<file path="config.mk">
export PLATFORM = sky130hd
export DESIGN_NAME = xh_unit
export DESIGN_NICKNAME = d
export VERILOG_FILES = /design/src/rtl/xh_pkg.sv /design/src/rtl/xh_decode.sv /design/src/rtl/xh_widen.sv /design/src/rtl/xh_unit.sv
export SDC_FILE = /design/constraint.sdc
export NUM_CORES = 1
export LEC_CHECK = 0
export BUFFER_PORTS_ARGS = -buffer_cell sky130_fd_sc_hd__buf_2
export CORE_AREA = 2 2 213 215
export CTS_CLUSTER_SIZE = 14
export DETAILED_ROUTE_END_ITERATION = 8
export DIE_AREA = 0 0 215 217
export GPL_TIMING_DRIVEN = 0
export PLACE_DENSITY = 0.53
export SLEW_MARGIN = 40
export SYNTH_ARGS = -nofsm -noshare
export SYNTH_HDL_FRONTEND = slang
export SYNTH_HIERARCHICAL = 1
export SYNTH_SLANG_ARGS = --single-unit
</file>
<file path="constraint.sdc">
create_clock -name clk -period 1.76 [get_ports clk]
set_input_delay 0.088 -clock clk [delete_from_list [all_inputs] [get_ports clk]]
set_output_delay 0.088 -clock clk [all_outputs]
set_load 0.005 [all_outputs]
</file>
<file path="src/rtl/xh_pkg.sv">
// Package xh_pkg
// Holds the shared constants and types of the upper-half widening unit.
// Assumes a 32-bit instruction word with a 5-bit register index field.
package xh_pkg;
    localparam int unsigned INSTR_W   = 32;
    localparam int unsigned REG_IDX_W = 5;
    localparam int unsigned PREFIX_W  = 17;
    localparam logic [PREFIX_W-1:0] XH_PREFIX = 17'b0111_0110_1001_1110_1;

    // Size step: the narrow width is 8 << size
    typedef enum logic [1:0] {
        SZ_8_16   = 2'd0,
        SZ_16_32  = 2'd1,
        SZ_32_64  = 2'd2,
        SZ_64_128 = 2'd3
    } xh_size_e;

    typedef struct packed {
        logic                 legal;
        logic                 zext;
        xh_size_e             size;
        logic [REG_IDX_W-1:0] dest;
    } xh_op_t;
endpackage

</file>
<file path="src/rtl/xh_decode.sv">
// Module xh_decode
// Turns an instruction word into an operation descriptor.
// The word must have the fixed prefix in bits 31:15 and 11 in bits 14:13.
// Bit 12 selects zero extension, and bits 11:10 select the size step.
// Assumes the xh_pkg field layout. The source index field is not used.
module xh_decode
    import xh_pkg::*;
(
    input  logic [INSTR_W-1:0] instr,
    output xh_op_t             op
);
    localparam int unsigned PREFIX_LSB = INSTR_W - PREFIX_W;

    // Field split and legality check
    always_comb begin
        op.legal = (instr[INSTR_W-1:PREFIX_LSB] == XH_PREFIX) &&
                   (instr[PREFIX_LSB-1 -: 2] == 2'b11);
        op.zext  = instr[12];
        op.size  = xh_size_e'(instr[11:10]);
        op.dest  = instr[REG_IDX_W-1:0];
    end
endmodule

</file>
<file path="src/rtl/xh_widen.sv">
// Module xh_widen
// Combinational datapath. In each lane it builds the widened result for all
// four size steps, then selects one of them by size.
// Assumes that LANE_W divides VEC_W and that LANE_W/2 is at least 64.
module xh_widen
    import xh_pkg::*;
#(
    parameter int unsigned VEC_W  = 256,
    parameter int unsigned LANE_W = 128
) (
    input  logic [VEC_W-1:0] src,
    input  xh_size_e         size,
    input  logic             zext,
    output logic [VEC_W-1:0] res
);
    localparam int unsigned LANES  = VEC_W / LANE_W;
    localparam int unsigned HALF_W = LANE_W / 2;
    localparam int unsigned NSIZES = 4;

    logic [NSIZES-1:0][VEC_W-1:0] cand;

    for (genvar s = 0; s < NSIZES; s++) begin : g_size
        localparam int unsigned NW  = 8 << s;
        localparam int unsigned WW  = 2 * NW;
        localparam int unsigned NEL = HALF_W / NW;
        for (genvar l = 0; l < LANES; l++) begin : g_lane
            for (genvar e = 0; e < NEL; e++) begin : g_elem
                logic [NW-1:0] narrow;
                logic          fill;
                // Pick the upper-half narrow element and its extension bit
                assign narrow = src[l*LANE_W + HALF_W + e*NW +: NW];
                assign fill   = ~zext & narrow[NW-1];
                // Place the widened element in the lane
                assign cand[s][l*LANE_W + e*WW +: WW] = {{NW{fill}}, narrow};
            end
        end
    end

    // Select the result for the requested size step
    assign res = cand[size];
endmodule

</file>
<file path="src/rtl/xh_unit.sv">
// Module xh_unit
// Top of the widening unit. It decodes the word, widens the source vector
// and captures everything in a single output register with a valid/ready
// handshake. Assumes a synchronous active-low reset and a consumer that
// keeps out_ready stable within a cycle.
module xh_unit
    import xh_pkg::*;
#(
    parameter int unsigned VEC_W  = 256,
    parameter int unsigned LANE_W = 128
) (
    input  logic                 clk,
    input  logic                 rst_n,
    input  logic                 in_valid,
    output logic                 in_ready,
    input  logic [INSTR_W-1:0]   in_instr,
    input  logic [VEC_W-1:0]     in_src,
    output logic                 out_valid,
    input  logic                 out_ready,
    output logic [VEC_W-1:0]     out_data,
    output logic [REG_IDX_W-1:0] out_dest,
    output logic                 out_illegal
);
    xh_op_t           op;
    logic [VEC_W-1:0] wide;

    xh_decode u_dec (
        .instr (in_instr),
        .op    (op)
    );

    xh_widen #(.VEC_W(VEC_W), .LANE_W(LANE_W)) u_wid (
        .src  (in_src),
        .size (op.size),
        .zext (op.zext),
        .res  (wide)
    );

    // The stage accepts when empty or when it is draining
    assign in_ready = ~out_valid | out_ready;

    // Output register: capture on acceptance, hold while stalled
    always_ff @(posedge clk) begin
        if (!rst_n) begin
            out_valid   <= 1'b0;
            out_data    <= '0;
            out_dest    <= '0;
            out_illegal <= 1'b0;
        end else if (in_ready) begin
            out_valid <= in_valid;
            if (in_valid) begin
                out_dest    <= op.dest;
                out_illegal <= ~op.legal;
                if (op.legal) begin
                    out_data <= wide;
                end
            end
        end
    end


    hold_stall_chk: assert property (@(posedge clk) disable iff (!rst_n)
        out_valid && !out_ready |=> out_valid && $stable(out_data) &&
        $stable(out_dest) && $stable(out_illegal));


    accept_chk: assert property (@(posedge clk) disable iff (!rst_n)
        in_valid && in_ready |=> out_valid);


    illegal_keep_chk: assert property (@(posedge clk) disable iff (!rst_n)
        in_valid && in_ready && !op.legal |=> out_illegal && $stable(out_data));


    legal_flag_chk: assert property (@(posedge clk) disable iff (!rst_n)
        in_valid && in_ready && op.legal |=> !out_illegal);


    reset_clear_chk: assert property (@(posedge clk)
        !rst_n |=> !out_valid && !out_illegal);
endmodule

</file>
==> flow_metrics.py, run 1 <==
metrics = {
    "worst_setup_path": {
        "cp_cell_sequence": "dlygate4sd3_1, clkbuf_4, nor3b_4, a21oi_1, a21oi_1, dlygate4sd3_1, nand2_1, mux2i_1",
        "rr_endpoint": "out_data[24]",
        "timing.rr.start": "out_valid",
        "worst_r2r_path_depth": 6,
        "crit_path_max_fanout": 7,
        "r2r_setup_slack_ns": 0.24,
        "worst_ep_arrival_ns": 2.22,
        "critPathSlowestCell": "sky130_fd_sc_hd__dlygate4sd3_1",
        "start_kind": "input port",
        "critical_path.max_stage_delay_ns": 0.56,
        "timing.critical_path.required_ns": 2.28,
        "setup.worst_path.class": "in2reg",
        "critical_path_sink_type": "register",
    },
    "final_layout": {
        "syn_to_final_growth_pct": 37.5,
        "final_core_density": 0.427,
        "drive_above_1_share": 0.257,
        "fin_nets": 2565,
    },
    "sta": {
        "fmaxAchievable_mhz": 589,
        "postLayoutSetupSlackWorst_ns": 0.0617,
        "slew_viol_final": 0,
        "timing.final.hold_violations": 0,
        "worst-slew-pin-transition_ns": 0.821,
        "finalWorstPathRequiredPeriod_ns": 1.70,
        "setup-violations-final": 0,
        "maxSlewHeadroom": 0.453,
        "rsz0062_at_grt": "false",
        "finalClockSkew_ns": 0.0233,
        "min_period_over_period": 0.965,
        "setup_tns_after_final_layout_ns": 0,
    },
    "drt": {
        "detailed_routing_iterations_pass_1": 5,
        "postRouteWirelength_mm": 58.9,
        "drtIter0Drc": 1002,
        "post_drt_via_cell_ratio": 4.87,
        "ant_nets": 0,
        "route.detailed.wl_per_inst_um": 20.4,
        "drcViolationCount": 0,
        "vias": 14100,
    },
    "pwr": {
        "power.static_leakage_nw": 8.64,
        "power_density_nw_per_um2": 765,
        "ir_drop_mv": 0.733,
        "total_power_mw": 14.6,
    },
    "synthesis": {
        "yosys_warnings": 6,
        "yosys_most_used_dff": "sky130_fd_sc_hd__dfxtp_1",
        "yosys.area.top_type_share": 0.380,
        "synth.yosys.seq_area_share": 0.380,
        "synthMostInstantiatedCell": "sky130_fd_sc_hd__nand2_1",
        "postSynthRegisterBits": 263,
        "avgSynthCellArea_um2": 8.15,
        "post_syn_instances": 1701,
        "netlist_top_cells_area": "sky130_fd_sc_hd__dfxtp_1 (38%), sky130_fd_sc_hd__mux2i_1 (21%), sky130_fd_sc_hd__nand2_1 (16%)",
        "synth_area_um2": 13900,
        "yosys.area.top_type": "sky130_fd_sc_hd__dfxtp_1",
        "cell_variety_after_synth": 45,
        "asyncSetResetFlopFracSynth": 0,
        "mappedNetlistNets": 1993,
        "count_of_flip_flops_with_a_built_in_enable_after_synthesis": 0,
        "synth.cells.most_frequent": "sky130_fd_sc_hd__nand2_1 (600), sky130_fd_sc_hd__mux2i_1 (285), sky130_fd_sc_hd__dfxtp_1 (263)",
    },
    "clocking": {
        "clock_tree.buffer_depth": 3,
        "clk_pin_slew_worst_paths_ns": 0.06,
        "numCtsBuffers": 31,
        "clock_sinks": 263,
        "cts_tree": "done",
        "htree_levels": 1,
        "clk_lat_worst_skew_ns": 0.59,
        "buffer_type_at_the_clock_tree_root": "sky130_fd_sc_hd__clkbuf_16",
    },
    "global_routing": {
        "grt_pass1_vias": 14000,
        "gr-usage-all-layers": 0.243,
        "grt_first_pass_wirelength_mm": 86.5,
        "total_congestion_overflow": 0,
        "antenna_found_initial": 0,
        "grt_max_degree": 16,
    },
    "worst_hold_path": {
        "holdPathStages": 5,
        "hold_path.class": "in2reg",
        "hp_start": "in_src[246]",
        "holdPathEnd": "out_data[230]",
    },
    "place": {
        "port_buffers": 399,
        "pre_cts_ws_ns": -0.360,
        "dp_hpwl_mm": 45.6,
        "gp_routability_congestion": 0.869,
    },
    "die": {
        "initial_core_util": 0.310,
        "die-area_um2": 46700,
        "floorplan.rows": 78,
        "design.core.area_um2": 44700,
        "boundary_pin_count": 556,
        "die_w_um": 215,
        "chipHeight_um": 217,
    },
    "run": {
        "max-cap-violations": 0,
    },
    "run_status": {
        "run_status": "completed",
    },
}
critical path, delay by kind of cell:
family,cells,cell delay (ns)
buf+inv,3,1.28
simple gates,2,0.45
compound gates,2,0.24
mux,1,0.16
final cells by class:
type                            count  area [um^2]
Fill cell                        4672        25600
Antenna cell                        1         2.50
Tap cell                          600          751
Timing Repair Buffer              540         3410
Multi-Input combinational cell   1235         7400
Inverter                           22         86.3
Buffer                            180         1130
Clock buffer                       44          915
Sequential cell                   263         5270
Clock inverter                     10          111
report_power, final:
group / internal [mW] / total, mW / switching, mW
registers: 5.96 / 5.97 / 0.00795
clock network: 3.87 / 6.55 / 2.67
logic: 0.847 / 2.06 / 1.22
metrics by stage:
stage	hold slack, ns	std cells	area [um^2]
2_1_floorplan	0.227	1701	13900
4_1_cts	0.00960	2894	19000
3_5_place_dp	0.354	2701	16600
3_3_place_gp	0.347	2700	16600
5_1_grt	0.0574	2894	19100
6_report	0.0400	2895	19100
metal layers:
metal / global-route usage / part of all wire / up-vias / routed length (um)
met5: 0 / 0 / - / 0
met4: 0.0832 / 0.034 / 0 / 1990
met3: 0.0512 / 0.073 / 102 / 4310
met2: 0.397 / 0.45 / 529 / 26600
met1: 0.320 / 0.44 / 6698 / 26000
li1: - / - / 6784 / -
cell families after synthesis:
group           share of synthesized area
xor+xnor                         0.000632
flops                               0.380
buf+inv                            0.0873
compound gates                      0.125
simple gates                        0.200
mux                                 0.207
fa+ha+maj                        0.000722
sequential cells by signal, indices dropped and copies added (netlist names):
name,count
out_dest,5
out_data,256
out_valid,1
out_illegal,1
what timing repair did:
action	in CTS	in global routing
hold endpoints to repair	201	0
hold buffers	139	0
buffers inserted	0	1
endpoints found under the setup margin	0	7
gates resized for setup	0	4
how the worst max path moves through the flow:
stage | startpoint | end | slack, ns
3_3_place_gp | in_instr[11] | out_data[118] | -0.35
6_report | in_src[95] | out_data[35] | 0.06
5_1_grt | in_src[127] | out_data[106] | 0.02
4_1_cts | in_src[95] | out_data[35] | 0.04
2_1_floorplan | in_instr[22] | out_data[100] | 0.22
3_5_place_dp | in_instr[11] | out_data[241] | -0.36
cells in the final DEF, fill, tap and decap left out, drive strengths merged, types with 2 or more instances in the layout:
master and n:
nor2b 3, and2 2, nand3 6, o31ai 14
inv 23, clkinv 6, a21oi 65, o22ai 2
nor3b 5, mux2i 285, nor2 40, o211ai 14
a21boi 3, nand2b 21, a22o 2, a21o 69
bufinv 2, dlygate4sd3 139, nand4b 2, nand2 600
o21ai 47, clkbuf 113, o221a 7, a211oi 2
buf 512, and3b 2, o21bai 16, dfxtp 263
a221o 14, or3b 2, and3 5
Note: power is estimated with default switching activity, not from simulation.
==> run 2: changes to the inputs <==
--- a/config.mk
+++ b/config.mk
@@ -6,12 +6,13 @@
 export NUM_CORES = 1
 export LEC_CHECK = 0
 export BUFFER_PORTS_ARGS = -buffer_cell sky130_fd_sc_hd__buf_2
-export CORE_AREA = 2 2 213 215
+export CAP_MARGIN = 40
+export CORE_AREA = 2 2 215 217
 export CTS_CLUSTER_SIZE = 14
 export DETAILED_ROUTE_END_ITERATION = 8
-export DIE_AREA = 0 0 215 217
+export DIE_AREA = 0 0 217 219
 export GPL_TIMING_DRIVEN = 0
-export PLACE_DENSITY = 0.53
+export PLACE_DENSITY = 0.52
 export SLEW_MARGIN = 40
 export SYNTH_ARGS = -nofsm -noshare
 export SYNTH_HDL_FRONTEND = slang
==> run 2 against run 1 <==
- flip-flop and latch count stayed put
- largest cell class unchanged
- setup slack better by 0.050 ns
- largest power group unchanged
- core utilization down 0.42 points
- maximum frequency up 3.1%
- count of clock-buffer cells in the layout up 8
- die area rose by 1.9%
- global-route usage is 0.12 points lower
==> flow_metrics.py, run 2 (synthesis results as in run 1) <==
metrics = {
    "run_status": {
        "run_status": "completed",
    },
    "sta": {
        "min_period_over_period": 0.936,
        "finalClockSkew_ns": 0.0119,
        "fmaxAchievable_mhz": 607,
        "slew_viol_final": 0,
        "timing.final.hold_violations": 0,
        "finalWorstPathRequiredPeriod_ns": 1.65,
        "final.hold.worst_slack_ns": 0.0247,
        "postLayoutSetupSlackWorst_ns": 0.112,
        "maxSlewHeadroom": 0.486,
        "setup-violations-final": 0,
        "rsz0062_at_grt": "false",
        "worst-slew-pin-transition_ns": 0.771,
    },
    "worst_setup_path": {
        "timing.critical_path.required_ns": 2.23,
        "critical_path_sink_type": "register",
        "start_kind": "input port",
        "worst_ep_arrival_ns": 2.11,
        "r2r_setup_slack_ns": 0.30,
        "worst_r2r_path_depth": 6,
        "crit_path_max_fanout": 8,
        "setup.worst_path.class": "in2reg",
    },
    "final_layout": {
        "syn_to_final_growth_pct": 37.3,
        "top_regs": "out_data: 256 flops, out_dest: 5 flops",
        "largest_register_ff_count": 256,
        "largest_register": "out_data",
        "filler_cell_count": 4682,
        "fin_nets": 2555,
        "layout_common_cells": "sky130_fd_sc_hd__nand2_1 (599), sky130_fd_sc_hd__buf_2 (434), sky130_fd_sc_hd__mux2i_1 (285), sky130_fd_sc_hd__dfxtp_1 (263), sky130_fd_sc_hd__dlygate4sd3_1 (124)",
        "final_core_density": 0.422,
        "final_common_cell": "sky130_fd_sc_hd__nand2_1",
        "final_cell_area_um2": 19000,
        "drive_above_1_share": 0.259,
    },
    "pwr": {
        "power_density_nw_per_um2": 801,
        "ir_drop_mv": 0.468,
        "sw_frac_of_total": 0.263,
        "power.internal_mw": 11.2,
        "clock_power_share": 0.475,
        "power.static_leakage_nw": 8.64,
        "seq_power_share": 0.392,
        "combPwrFrac": 0.133,
        "switchingPower_mw": 4.01,
    },
    "drt": {
        "route.detailed.wl_per_inst_um": 20.7,
        "ant_nets": 0,
        "drtIter0Drc": 976,
        "postRouteWirelength_mm": 59.7,
        "detailed_routing_iterations_pass_1": 5,
        "drcViolationCount": 0,
        "vias": 14100,
        "post_drt_via_cell_ratio": 4.90,
    },
    "die": {
        "chipHeight_um": 219,
        "die_w_um": 217,
        "initial_core_util": 0.308,
        "die-area_um2": 47500,
        "floorplan.rows": 78,
        "boundary_pin_count": 556,
        "design.core.area_um2": 45100,
    },
    "worst_hold_path": {
        "holdPathStages": 5,
        "hold_path.class": "in2reg",
    },
    "run": {
        "max-cap-violations": 0,
    },
    "clocking": {
        "clock_tree.buffer_depth": 3,
        "numCtsBuffers": 35,
        "clk_pin_slew_worst_paths_ns": 0.05,
        "htree_levels": 2,
        "clk_lat_worst_skew_ns": 0.55,
        "buffer_type_at_the_clock_tree_root": "sky130_fd_sc_hd__clkbuf_16",
        "clock_sinks": 263,
        "cts_tree": "done",
    },
    "global_routing": {
        "grt_first_pass_wirelength_mm": 86.4,
        "grt_max_degree": 12,
        "total_congestion_overflow": 0,
        "antenna_found_initial": 1,
        "grt_pass1_vias": 13900,
        "gr-usage-all-layers": 0.242,
    },
    "place": {
        "gp_routability_congestion": 0.846,
        "post_dp_cell_area_um2": 16600,
        "pre_cts_ws_ns": -0.374,
        "port_buffers": 399,
        "dp_hpwl_mm": 45.9,
    },
}
## run 2: cell count changes in the layout (fill, tap and decap cells not counted), moves of 2 or more
cell                            before  now
sky130_fd_sc_hd__dlygate4sd3_1     139  124
sky130_fd_sc_hd__clkbuf_1           71   75
sky130_fd_sc_hd__inv_6               2    0
sky130_fd_sc_hd__clkbuf_16          31   37
## run 2: metal layers
layer / GRT usage / up-vias / share of wire
li1: - / 6763 / -
met1: 0.316 / 6748 / 0.44
met2: 0.399 / 556 / 0.46
met3: 0.0570 / 77 / 0.074
met4: 0.0664 / 0 / 0.024
met5: 0 / - / 0
## run 2: final timing paths
kind | endpoint | from
worst min-delay path | out_data[31] | in_src[95]
worst min register to register | out_data[26] | out_data[26]
worst max register to register | out_data[32] | out_valid
worst max-delay path | out_data[211] | in_src[255]
## run 2: stage by stage
step,setup TNS [ns],total power [mW],cells
after global routing,0,15.8,2887
after CTS,0,15.4,2884
final,0,15.2,2888
after detailed placement,-48.24,7.88,2700
after floorplan,0,7.14,1701
after global placement,-44.88,7.86,2700
## run 2: worst max-delay path: stages
cell and delay, ns:
sky130_fd_sc_hd__dlygate4sd3_1 0.56, sky130_fd_sc_hd__buf_2 0.23, sky130_fd_sc_hd__nand2b_1 0.25, sky130_fd_sc_hd__o21ai_1 0.49, sky130_fd_sc_hd__o221a_2 0.30, sky130_fd_sc_hd__nand2_1 0.06
sky130_fd_sc_hd__mux2i_1 0.13
## run 2: layout make-up
class	instances	area [um^2]	share of cell area
Timing Repair Buffer	525	3260	0.171
Clock buffer	52	1060	0.0558
Buffer	181	1130	0.0593
Tap cell	600	751	0.0394
Sequential cell	263	5270	0.276
Inverter	22	86.3	0.00453
Multi-Input combinational cell	1235	7400	0.388
Clock inverter	8	92.6	0.00486
Antenna cell	2	5.00	0.000263
## run 2: timing repair
item,4_1_cts,5_1_grt
setup buffers,0,1
endpoints found under the setup margin,0,10
hold buffers,124,0
resized for setup,0,3
endpoints found under the hold margin,154,0
## run 2: power groups by stage
stage	logic (mW)	registers, mW	clock network (mW)
finish	2.03	5.97	7.24
global route	2.19	5.97	7.64
CTS	2.00	5.97	7.39
detailed placement	1.78	6.10	0
global placement	1.76	6.10	0
floorplan	1.04	6.10	0
==> run 3: changes to the inputs <==
--- a/config.mk
+++ b/config.mk
@@ -12,7 +12,7 @@
 export DETAILED_ROUTE_END_ITERATION = 8
 export DIE_AREA = 0 0 217 219
 export GPL_TIMING_DRIVEN = 0
-export PLACE_DENSITY = 0.52
+export PLACE_DENSITY_LB_ADDON = 0.25
 export SLEW_MARGIN = 40
 export SYNTH_ARGS = -nofsm -noshare
 export SYNTH_HDL_FRONTEND = slang
==> constraint.sdc (replaced) <==
create_clock -name clk -period 1.69 [get_ports clk]
set_input_delay 0.0845 -clock clk [delete_from_list [all_inputs] [get_ports clk]]
set_output_delay 0.0845 -clock clk [all_outputs]
set_load 0.005 [all_outputs]
==> run 3 against run 2 <==
- design area decreased by 0.30%
- setup slack got worse by 0.026 ns
- non-clock buffer count shrank 5
- flip-flop and latch count is the same
- die area is the same
- clock power rose by 4.7%
- sequential power increased by 4.2%
- final cell count down 0.24%
- combinational power up 3%
- first-iteration DRC count decreased by 6.6%
- clock skew is 0.0083 ns higher
- via count increased by 0.30%
==> flow_metrics.py, run 3 (synthesis results as in run 1) <==
metrics = {
    "sta": {
        "fmaxAchievable_mhz": 623,
        "finalClockSkew_ns": 0.0202,
        "rsz0062_at_grt": "false",
        "final.hold.worst_slack_ns": 0.0235,
        "min_period_over_period": 0.949,
        "slew_viol_final": 0,
        "setup-violations-final": 0,
        "worst-slew-pin-transition_ns": 0.823,
        "maxSlewHeadroom": 0.451,
        "timing.final.hold_violations": 0,
        "finalWorstPathRequiredPeriod_ns": 1.60,
    },
    "pwr": {
        "total_power_mw": 15.9,
        "power_density_nw_per_um2": 837,
        "ir_drop_mv": 0.555,
        "power.static_leakage_nw": 8.62,
    },
    "clocking": {
        "postCtsSetupRepairBufs": 0,
        "post_cts.resized_instances": 0,
        "clk_lat_worst_skew_ns": 0.55,
        "htree_levels": 2,
        "buffer_type_at_the_clock_tree_root": "sky130_fd_sc_hd__clkbuf_16",
        "clock_tree.buffer_depth": 3,
        "numCtsBuffers": 34,
        "cts_tree": "done",
        "clock_sinks": 263,
        "clk_pin_slew_worst_paths_ns": 0.06,
    },
    "worst_hold_path": {
        "hold_path.class": "in2reg",
        "holdPathEnd": "out_data[167]",
        "holdPathStages": 5,
        "hp_start": "in_src[215]",
    },
    "place": {
        "post_dp_cell_area_um2": 16600,
        "port_buffers": 399,
        "dp_hpwl_mm": 45.6,
        "gp_routability_congestion": 0.856,
    },
    "drt": {
        "drtIter0Drc": 912,
        "detailed_routing_iterations_pass_1": 5,
        "vias": 14200,
        "route.detailed.wl_per_inst_um": 20.5,
        "postRouteWirelength_mm": 59.0,
        "ant_nets": 0,
        "post_drt_via_cell_ratio": 4.92,
        "drcViolationCount": 0,
    },
    "worst_setup_path": {
        "setup.worst_path.class": "in2reg",
        "critical_path_sink_type": "register",
        "timing.critical_path.required_ns": 2.17,
        "r2r_setup_slack_ns": 0.13,
        "start_kind": "input port",
        "worst_r2r_path_depth": 6,
        "crit_path_max_fanout": 10,
        "worst_ep_arrival_ns": 2.08,
        "rr_endpoint": "out_data[66]",
        "timing.rr.start": "out_valid",
    },
    "final_layout": {
        "drive_above_1_share": 0.258,
        "largest_register_ff_count": 256,
        "syn_to_final_growth_pct": 36.9,
        "top_regs": "out_data: 256 flops, out_dest: 5 flops",
        "final_core_density": 0.421,
        "final_cell_area_um2": 19000,
        "final_common_cell": "sky130_fd_sc_hd__nand2_1",
        "layout_common_cells": "sky130_fd_sc_hd__nand2_1 (600), sky130_fd_sc_hd__buf_2 (434), sky130_fd_sc_hd__mux2i_1 (285), sky130_fd_sc_hd__dfxtp_1 (263), sky130_fd_sc_hd__dlygate4sd3_1 (121)",
        "largest_register": "out_data",
        "fin_nets": 2549,
        "filler_cell_count": 4663,
    },
    "die": {
        "initial_core_util": 0.308,
        "floorplan.rows": 78,
        "die-area_um2": 47500,
        "design.core.area_um2": 45100,
        "boundary_pin_count": 556,
        "chipHeight_um": 219,
        "die_w_um": 217,
    },
    "global_routing": {
        "grt_first_pass_wirelength_mm": 85.9,
        "total_congestion_overflow": 0,
        "antenna_found_initial": 1,
        "grt_max_degree": 12,
        "grt_pass1_vias": 14100,
        "gr-usage-all-layers": 0.241,
    },
    "run": {
        "max-cap-violations": 0,
    },
    "run_status": {
        "run_status": "completed",
    },
}
run 3: worst max-delay path by stage:
stage | startpoint | endpoint | slack, ns | depth (start not counted)
5_1_grt | in_instr[11] | out_data[23] | 0.02 | 10
4_1_cts | in_instr[11] | out_data[116] | 0.11 | 8
6_report | in_instr[11] | out_data[23] | 0.09 | 10
2_1_floorplan | in_instr[22] | out_data[100] | 0.15 | 8
3_5_place_dp | in_instr[11] | out_data[116] | -0.45 | 8
3_3_place_gp | in_instr[11] | out_data[116] | -0.44 | 8
run 3: report_power, final:
group | leakage [nW] | total (mW) | internal (mW) | switching (mW)
registers | 2.12 | 6.22 | 6.21 | 0.00718
logic | 5.94 | 2.10 | 0.846 | 1.25
clock network | 0.563 | 7.58 | 4.71 | 2.87
run 3: cell type report:
cell class | instances | area (um^2) | area share
clock buffer | 49 | 998 | 0.0526
sequential | 263 | 5270 | 0.277
multi-input combinational | 1235 | 7390 | 0.389
inverter | 22 | 82.6 | 0.00435
tap | 600 | 751 | 0.0395
buffer | 181 | 1130 | 0.0596
antenna | 1 | 2.50 | 0.000132
clock inverter | 10 | 159 | 0.00837
timing repair buffer | 520 | 3210 | 0.169
run 3: through the flow:
step,setup TNS [ns],cells,setup slack [ns]
after detailed placement,-54.30,2700,-0.446
after global placement,-50.54,2700,-0.436
after CTS,0,2880,0.114
final,0,2881,0.0858
after floorplan,0,1701,0.149
after global routing,0,2881,0.0230
run 3: worst max-delay path, stage by stage:
cell and delay [ns]:
sky130_fd_sc_hd__buf_4 0.09, sky130_fd_sc_hd__buf_6 0.12, sky130_fd_sc_hd__buf_6 0.16, sky130_fd_sc_hd__buf_6 0.18, sky130_fd_sc_hd__clkbuf_1 0.47, sky130_fd_sc_hd__nand2_1 0.09
sky130_fd_sc_hd__o21ai_0 0.10, sky130_fd_sc_hd__dlygate4sd3_1 0.58, sky130_fd_sc_hd__nand2_1 0.05, sky130_fd_sc_hd__mux2i_1 0.14
run 3: routing by layer:
layer  track usage  wire (um)  share of wire
met5             0          0              0
met4        0.0815       1800          0.030
met2         0.392      26700           0.45
met1         0.310      25500           0.43
met3        0.0617       5020          0.085
run 3: what timing repair did:
item	4_1_cts	5_1_grt
setup endpoints to repair	0	0
endpoints found under the hold margin	153	0
hold buffers	121	0
